--- src/rtl/cmt_pkg.sv ---
package cmt_pkg;
  localparam int NPHASE = 3;
  localparam int HALL_W = 3;

  typedef struct packed {
    logic [NPHASE-1:0] hi;
    logic [NPHASE-1:0] lo;
  } drive_t;

  localparam drive_t DRV_OFF   = '{hi: '0, lo: '0};
  localparam drive_t DRV_BRAKE = '{hi: '1, lo: '0};
endpackage

--- src/rtl/cmt_sync.sv ---
module cmt_sync #(
  parameter int WIDTH = 3,
  parameter int STAGES = 2,
  parameter logic [WIDTH-1:0] RST_VAL = '1
) (
  input  logic             clk,
  input  logic             rst_n,
  input  logic [WIDTH-1:0] d_i,
  output logic [WIDTH-1:0] q_o
);
  logic [WIDTH-1:0] chain [STAGES];

  for (genvar s = 0; s < STAGES; s++) begin : g_stage
    always_ff @(posedge clk or negedge rst_n) begin
      if (!rst_n) chain[s] <= RST_VAL;
      else if (s == 0) chain[s] <= d_i;
      else chain[s] <= chain[(s > 0) ? s - 1 : 0];
    end
  end

  assign q_o = chain[STAGES-1];
endmodule

--- src/rtl/cmt_decode.sv ---
module cmt_decode
  import cmt_pkg::*;
(
  input  logic [HALL_W-1:0] hall_i,
  input  logic              rev_i,
  output drive_t            sel_o,
  output logic              illegal_o
);
  logic [HALL_W-1:0] key;

  // Reverse rotation uses the inverted Hall word on the same table.
  assign key = rev_i ? ~hall_i : hall_i;

  always_comb begin
    sel_o     = DRV_OFF;
    illegal_o = 1'b0;
    unique case (key)
      3'b101: sel_o = '{hi: 3'b010, lo: 3'b001};
      3'b100: sel_o = '{hi: 3'b100, lo: 3'b001};
      3'b110: sel_o = '{hi: 3'b100, lo: 3'b010};
      3'b010: sel_o = '{hi: 3'b001, lo: 3'b010};
      3'b011: sel_o = '{hi: 3'b001, lo: 3'b100};
      3'b001: sel_o = '{hi: 3'b010, lo: 3'b100};
      default: illegal_o = 1'b1;
    endcase
  end

  // a legal position selects exactly one high and one low switch on different phases.
  always_comb begin
    if (!illegal_o) begin
      p_one_pair_r12: assert ($countones(sel_o.hi) == 1 && $countones(sel_o.lo) == 1
                              && (sel_o.hi & sel_o.lo) == '0);
    end
  end
endmodule

--- src/rtl/cmt_chop.sv ---
module cmt_chop (
  input  logic clk,
  input  logic rst_n,
  input  logic pwm_i,
  input  logic trip_i,
  input  logic hold_i,
  output logic gate_o
);
  logic pwm_q;
  logic trip_q;
  logic rise;

  assign rise   = pwm_i & ~pwm_q;
  // A trip blanks the high side until a new PWM period begins.
  assign gate_o = pwm_i & ~trip_i & ~(trip_q & ~rise);

  always_ff @(posedge clk or negedge rst_n) begin
    if (!rst_n) begin
      pwm_q  <= 1'b0;
      trip_q <= 1'b0;
    end else begin
      pwm_q <= pwm_i;
      if (hold_i)    trip_q <= 1'b0;
      else if (rise) trip_q <= trip_i;
      else           trip_q <= trip_q | trip_i;
    end
  end

  // once latched, the trip survives until a rising edge of the PWM gate.
  p_trip_holds_r7: assert property (@(posedge clk) disable iff (!rst_n)
    (trip_q && !hold_i && !pwm_i) |=> trip_q);
endmodule

--- src/rtl/bldc_commutator.sv ---
module bldc_commutator
  import cmt_pkg::*;
#(
  parameter int SYNC_STAGES = 2
) (
  input  logic                clk,
  input  logic                rst_n,
  input  logic [HALL_W-1:0]   hall_i,
  input  logic                dir_rev_i,
  input  logic                stop_i,
  input  logic                brake_i,
  input  logic                pwm_gate_i,
  input  logic                ilim_trip_i,
  input  logic                uv_fault_i,
  output logic [NPHASE-1:0]   hi_o,
  output logic [NPHASE-1:0]   lo_o
);
  localparam int NCTL = 3;

  logic [NCTL-1:0] ctl_s;
  logic            dir_s, stop_s, brake_s;
  logic            dir_q;
  logic            dir_chg;
  drive_t          sel;
  logic            illegal;
  logic            hi_gate;
  drive_t          drv_d, drv_q;

  // Reset state: reverse, stop, brake, the same as open control inputs.
  cmt_sync #(.WIDTH(NCTL), .STAGES(SYNC_STAGES), .RST_VAL({NCTL{1'b1}})) u_sync (
    .clk   (clk),
    .rst_n (rst_n),
    .d_i   ({dir_rev_i, stop_i, brake_i}),
    .q_o   (ctl_s)
  );

  assign {dir_s, stop_s, brake_s} = ctl_s;

  always_ff @(posedge clk or negedge rst_n) begin
    if (!rst_n) dir_q <= 1'b1;
    else        dir_q <= dir_s;
  end

  assign dir_chg = dir_s ^ dir_q;

  cmt_decode u_dec (
    .hall_i    (hall_i),
    .rev_i     (dir_s),
    .sel_o     (sel),
    .illegal_o (illegal)
  );

  cmt_chop u_chop (
    .clk    (clk),
    .rst_n  (rst_n),
    .pwm_i  (pwm_gate_i),
    .trip_i (ilim_trip_i),
    .hold_i (brake_s),
    .gate_o (hi_gate)
  );

  always_comb begin
    if (uv_fault_i)     drv_d = DRV_OFF;
    else if (stop_s)    drv_d = DRV_OFF;
    else if (brake_s)   drv_d = DRV_BRAKE;
    else if (dir_chg)   drv_d = DRV_OFF;
    else if (illegal)   drv_d = DRV_OFF;
    else                drv_d = '{hi: sel.hi & {NPHASE{hi_gate}}, lo: sel.lo};
  end

  always_ff @(posedge clk or negedge rst_n) begin
    if (!rst_n) drv_q <= DRV_OFF;
    else        drv_q <= drv_d;
  end

  assign hi_o = drv_q.hi;
  assign lo_o = drv_q.lo;

  // no shoot-through on any phase, and a single low-side switch at most.
  p_no_shoot_r12: assert property (@(posedge clk) disable iff (!rst_n)
    ((hi_o & lo_o) == '0) && $onehot0(lo_o));

  // undervoltage blanks everything on the next clock.
  p_uv_off_r9: assert property (@(posedge clk) disable iff (!rst_n)
    uv_fault_i |=> (hi_o == '0 && lo_o == '0));

  // braking in run drives all high sides at full duty.
  p_brake_full_r5: assert property (@(posedge clk) disable iff (!rst_n)
    (brake_s && !stop_s && !uv_fault_i) |=> (hi_o == '1 && lo_o == '0));

  // stop blanks everything.
  p_stop_off_r8: assert property (@(posedge clk) disable iff (!rst_n)
    stop_s |=> (hi_o == '0 && lo_o == '0));

  // a trip outside braking removes high-side drive on the next clock.
  p_trip_cut_r7: assert property (@(posedge clk) disable iff (!rst_n)
    (ilim_trip_i && !brake_s) |=> (hi_o == '0));

  // a direction change inserts one fully off clock.
  p_dir_blank_r11: assert property (@(posedge clk) disable iff (!rst_n)
    (dir_chg && !brake_s) |=> (hi_o == '0 && lo_o == '0));
endmodule

--- config.mk ---
export PLATFORM = sky130hd
export DESIGN_NAME = bldc_commutator
export DESIGN_NICKNAME = d
export VERILOG_FILES = /design/src/rtl/cmt_pkg.sv /design/src/rtl/cmt_sync.sv /design/src/rtl/cmt_decode.sv /design/src/rtl/cmt_chop.sv /design/src/rtl/bldc_commutator.sv
export SDC_FILE = /design/constraint.sdc
export NUM_CORES = 1
export LEC_CHECK = 0
export CAP_MARGIN = 0
export CORE_MARGIN = 4
export CORE_UTILIZATION = 35
export CTS_BUF_LIST = sky130_fd_sc_hd__clkbuf_8
export DETAILED_ROUTE_END_ITERATION = 16
export REMOVE_ABC_BUFFERS = 1
export SYNTH_ARGS = -nofsm -noshare
export SYNTH_HDL_FRONTEND = slang
export SYNTH_SLANG_ARGS = --single-unit
--- constraint.sdc ---
create_clock -name clk -period 1.5 [get_ports clk]
set_input_delay 0.3 -clock clk [delete_from_list [all_inputs] [get_ports clk]]
set_output_delay 0.3 -clock clk [all_outputs]
set_load 0.05 [all_outputs]
==> impl_metrics.yaml, run 1 <==
worst_setup_path:
  path_max_fanout: 4
  crit_arrival_ps: 1640
  slowest_stage: "or3b_4"
  crit_type: "flip-flop to flip-flop"
  critPathBufInv: 1
  cp_top_family: "compound AO/OA/AOI/OAI gates"
  slowest_delay_ps: 410
  path_cells: "clkbuf_2 -> or3b_4 -> a2111oi_4 -> o21a_1"
  crit_required_ps: 1690
  endpoint_kind: "flip-flop"
  cp-startpoint: "u_sync.q_o[2]$_DFF_PN1_"
  r2r_start: "u_sync.q_o[2]$_DFF_PN1_"
  critPathLaunchType: "flip-flop"
die:
  dieArea_um2: 2540
  io_pins: 17
  fp.dieH_um: 50.4
  core_area_um2: 1710
  die_x_um: 50.4
  num_rows: 15
  initial_core_util: 0.368
cells_and_area:
  fin_area_um2: 1040
  fillers: 139
  diodes: 0
  area_delta_synth_final_pct: 66.0
  final_util: 0.612
  nNetsFinal: 87
  drive_above_1_share: 0.480
  final_cells: 100
clock_tree:
  cts_tree: "done"
  cts_buffers: 3
  cts_sinks: 15
  path_clk_slew_ps: 60
  htree_levels: 1
  cts_buffer_depth: 2
  cts-root-buf: "clkbuf_8"
  insertion_delay_ps: 250
place:
  gp_congestion: 0.755
  placedCellCount: 93
  place_area_um2: 915
  dpl.hpwl_um: 865
  portBuffers: 16
global_routing:
  grt_pass1_vias: 430
  antenna_found_initial: 0
  grt_usage: 0.118
  grt_max_degree: 16
  grt_pass1_wl_um: 2060
  grt_overflow: 0
timing:
  worst_pin_slew_ps: 281
  drv_slew: 0
  max_freq_mhz: 686
  fin_crit_sh: 0.971
  final_hold_viol_count: 0
  maxSlewHeadroom: 0.813
  setup_viol: 0
  fin_crit_ps: 1460
  whs_ps: 354
  skew_ps: 2.63
yosys:
  synth_area_leaders: "dfrtp_1 32%, dfstp_2 29%, nand3b_1 6.0%, a2111oi_1 4.8%, xor2_4 4.4%"
  synth_compound_area_frac: 0.115
  synthAdderAreaFrac: 0
  synth-simple-area-share: 0.213
  mappedNetlistArea_um2: 629
  synth_seq_cells: 15
  synth_top_family_by_area: "simple AND/OR/NAND/NOR gates"
  synthMuxAreaShare: 0
  synthXorXnorAreaFrac: 0.0437
  synth_cell_types: 17
  synth.top_cell.area_share: 0.318
  netlist_instances: 47
  yosysWarnings: 0
  synth-seq-area-share: 0.610
  yosysTopAreaCell: "dfrtp_1"
  syn_avg_cell_area_um2: 13.4
routing:
  detail_route.wl_per_cell_um: 12.8
  drt.antenna.violating_nets: 0
  routed_wl_um: 1280
  route.detailed.drc: 0
  drt_pre_antenna_iters: 2
  dr_total_vias: 471
  drtIter0Drc: 3
  routed_via_density: 4.71
power_and_ir_drop:
  swShare: 0.241
  cellLeakagePower_nw: 0.419
  pwr-share-clk: 0.352
  power_density_nw_per_um2: 872
  power_frac_comb: 0.163
  vdd_ir_drop_max_uv: 487
  power_frac_seq: 0.485
  power.switching_mw: 0.219
  p_int_mw: 0.692
  total_power_mw: 0.911
job:
  cap_violations: 0
status:
  outcome: "finished, final reports clean"
worst_hold_path:
  min_from: "u_sync.chain[4]$_DFF_PN1_"
  hold_path_class: "flip-flop to flip-flop"
[cell usage after synthesis (all sizes together)]
cell type	count
dfstp	7
o21a	3
or3b	4
and2	1
a2111oi	3
dfrtp	8
or4	1
nand3b	5
buf	1
nand2	1
nand2b	1
a21oi	4
and3b	1
xor2	1
or2b	1
nor2	5
[placed cells by master (no fill, tap or decap), types with 2 or more instances in the layout]
| cell type | instances |
|---|---|
| dfrtp_1 | 8 |
| clkbuf_8 | 3 |
| buf_4 | 7 |
| or3b_4 | 3 |
| buf_12 | 6 |
| nor2_1 | 5 |
| nand3b_1 | 5 |
| dlygate4sd2_1 | 2 |
| a21oi_1 | 4 |
| dfstp_2 | 7 |
| o21a_1 | 3 |
| clkdlybuf4s50_1 | 7 |
| a2111oi_4 | 3 |
[sequential cells by signal (all words and copies together), names as in the netlist]
| name | count |
|---|---|
| u_sync.chain | 3 |
| u_sync.q_o | 3 |
| u_chop.trip_q | 1 |
| hi_o | 3 |
| lo_o | 3 |
| dir_q | 1 |
| u_chop.pwm_q | 1 |
[timing repair]
action,CTS,global route
resized for setup,6,8
setup endpoints to repair,3,5
setup buffers,0,3
hold buffers,0,0
pin swaps,3,3
[worst register-to-register path: stages (launching register included)]
cell	delay, ps
dfstp_2	400
clkbuf_2	140
or3b_4	410
a2111oi_4	290
o21a_1	160
[per-stage QoR]
stage / TNS, ps / setup slack (ps)
after floorplan: 0 / 116
after global placement: -971 / -350
after detailed placement: -1050 / -352
after CTS: 0 / 5.63
after global routing: -8.24 / -8.24
final: 0 / 43.1
[path summary, 6_finish.rpt]
check	to	slack, ps	cells after the start
min reg2reg	u_sync.q_o[1]$_DFF_PN1_	350	0
min	u_sync.q_o[1]$_DFF_PN1_	350	0
max in group asynchronous	dir_q$_DFF_PN1_	890	2
max	hi_o[2]$_DFF_PN0_	40	4
min in group asynchronous	u_chop.trip_q$_DFF_PN0_	360	2
max reg2reg	hi_o[2]$_DFF_PN0_	40	4
[cells by family after synthesis]
group / count (synthesis)
AO/OA/AOI/OAI: 10
XOR/XNOR: 1
flip-flops: 15
buffers and inverters: 1
AND/OR/NAND/NOR: 20
[layer usage]
layer	global-route usage	vias up	share of wire
met4	0.108	0	0.038
met2	0.152	14	0.46
met3	0.0475	5	0.061
li1	-	225	-
met5	0	-	0
met1	0.147	227	0.44
[layout make-up]
cell class              instances  area [um^2]  area share
flip-flops and latches         15          384       0.368
clock buffers                   3         41.3      0.0395
multi-input cells              31          294       0.281
repair buffers                 25          289       0.277
well taps                      25         31.3      0.0299
clock inverters                 1         5.00     0.00479
[power by group through the flow]
stage / combinational (mW) / sequential (mW) / clock [mW]
final: 0.149 / 0.442 / 0.321
after global routing: 0.160 / 0.444 / 0.365
after CTS: 0.128 / 0.445 / 0.344
after detailed placement: 0.123 / 0.451 / 0
after global placement: 0.121 / 0.451 / 0
after floorplan: 0.0305 / 0.463 / 0
No activity file was read; power rests on OpenSTA's default activity.
==> run 2: changes to the inputs <==
Settings changed: GPL_TIMING_DRIVEN set to 0, PLACE_DENSITY set to 0.67.
==> impl_metrics.yaml, run 2 (synthesis results as in run 1) <==
worst_setup_path:
  crit_required_ps: 1680
  crit_type: "flip-flop to flip-flop"
  crit_arrival_ps: 1650
  endpoint_kind: "flip-flop"
  path_max_fanout: 4
  critPathLaunchType: "flip-flop"
die:
  io_pins: 17
  fp.dieH_um: 50.4
  die_x_um: 50.4
  dieArea_um2: 2540
  initial_core_util: 0.368
  num_rows: 15
  core_area_um2: 1710
global_routing:
  grt_pass1_wl_um: 2000
  grt_overflow: 0
  grt_max_degree: 16
  antenna_found_initial: 0
  grt_usage: 0.107
  grt_pass1_vias: 455
power_and_ir_drop:
  vdd_ir_drop_max_uv: 725
  p_int_mw: 0.666
  cellLeakagePower_nw: 0.381
  swShare: 0.235
  power.switching_mw: 0.205
  power_density_nw_per_um2: 939
  power_frac_comb: 0.144
  power_frac_seq: 0.506
  pwr-share-clk: 0.350
routing:
  routed_via_density: 4.96
  routed_wl_um: 1340
  route.detailed.drc: 0
  drtIter0Drc: 6
  detail_route.wl_per_cell_um: 14.2
  drt_pre_antenna_iters: 2
  drt.antenna.violating_nets: 0
  dr_total_vias: 466
cells_and_area:
  fin_area_um2: 927
  multi_input_area_um2: 298
  area_delta_synth_final_pct: 47.3
  final_cells: 94
  drive_above_1_share: 0.348
  fillers: 157
  layout_common_cells: "9 x dlygate4sd2_1, 8 x dfrtp_1, 7 x dfstp_2, 7 x clkdlybuf4s50_1"
  diodes: 0
  final_common_cell: "dlygate4sd2_1"
  regArea_um2: 384
  nNetsFinal: 81
clock_tree:
  path_clk_slew_ps: 60
  cts_buffers: 3
  htree_levels: 1
  cts_buffer_depth: 2
  cts-root-buf: "clkbuf_8"
  cts_tree: "done"
  cts_sinks: 15
  insertion_delay_ps: 240
timing:
  skew_ps: 3.32
  max_freq_mhz: 683
  setup_viol: 0
  maxSlewHeadroom: 0.570
  fin_crit_sh: 0.976
  final_hold_viol_count: 0
  rsz0062_at_grt: "true"
  worst_pin_slew_ps: 643
  drv_slew: 0
  fin_crit_ps: 1460
place:
  gp_congestion: 0.642
  placedCellCount: 87
  portBuffers: 16
  place_area_um2: 810
job:
  cap_violations: 0
status:
  outcome: "finished, final reports clean"
worst_hold_path:
  hold_path_class: "flip-flop to flip-flop"
## run 2: power by group through the flow
stage	clock (mW)	combinational [mW]	sequential (mW)
after CTS	0.319	0.0994	0.443
after detailed placement	0	0.0997	0.451
final	0.305	0.125	0.441
after floorplan	0	0.0305	0.463
after global placement	0	0.0978	0.449
after global routing	0.340	0.135	0.443
## run 2: routing by layer
layer | share of wire | vias up | global-route usage
met1 | 0.42 | 236 | 0.119
li1 | - | 214 | -
met5 | 0 | - | 0
met3 | 0.059 | 2 | 0.0475
met2 | 0.51 | 14 | 0.178
met4 | 0.012 | 0 | 0.0404
## run 2: what timing repair did
action	4_1_cts	5_1_grt
hold buffers	0	0
setup buffers	1	2
gates cloned	0	0
endpoints found under the setup margin	12	4
resized for setup	10	10
pin swaps	0	2
## run 2: worst paths after layout
check | slack [ps] | to | cells past startpoint | from
hold reg to reg | 350 | u_sync.q_o[0]$_DFF_PN1_ | 0 | u_sync.chain[3]$_DFF_PN1_
hold / removal | 350 | u_sync.q_o[0]$_DFF_PN1_ | 0 | u_sync.chain[3]$_DFF_PN1_
setup reg to reg | 40 | hi_o[0]$_DFF_PN0_ | 4 | u_sync.q_o[2]$_DFF_PN1_
setup / recovery | 40 | hi_o[0]$_DFF_PN0_ | 4 | u_sync.q_o[2]$_DFF_PN1_
min in group asynchronous | 460 | u_chop.trip_q$_DFF_PN0_ | 1 | rst_n
max in group asynchronous | 630 | lo_o[1]$_DFF_PN0_ | 1 | rst_n
## run 2: final cells by class
type / count / share of cell area
Timing Repair Buffer: 19 / 0.182
Tap cell: 25 / 0.0337
Multi-Input combinational cell: 31 / 0.321
Clock inverter: 1 / 0.00405
Clock buffer: 3 / 0.0445
Sequential cell: 15 / 0.414
## run 2: critical path: stages (launching register included)
cell and delay (ps):
dfstp_2 400, buf_2 160, or3b_4 410, a2111oi_4 300
o21a_1 140
## run 2: metrics by stage
step                      hold slack, ps  total power, mW   util  TNS (ps)  setup WS [ps]
final                                353            0.871  0.543         0           36.1
after global routing                 360            0.919  0.543     -85.4          -40.5
after CTS                            355            0.861  0.501         0           1.51
after detailed placement             348            0.551  0.474     -1330           -416
after global placement               345            0.547  0.474     -1200           -399
after floorplan                     4.41            0.494      -         0            116
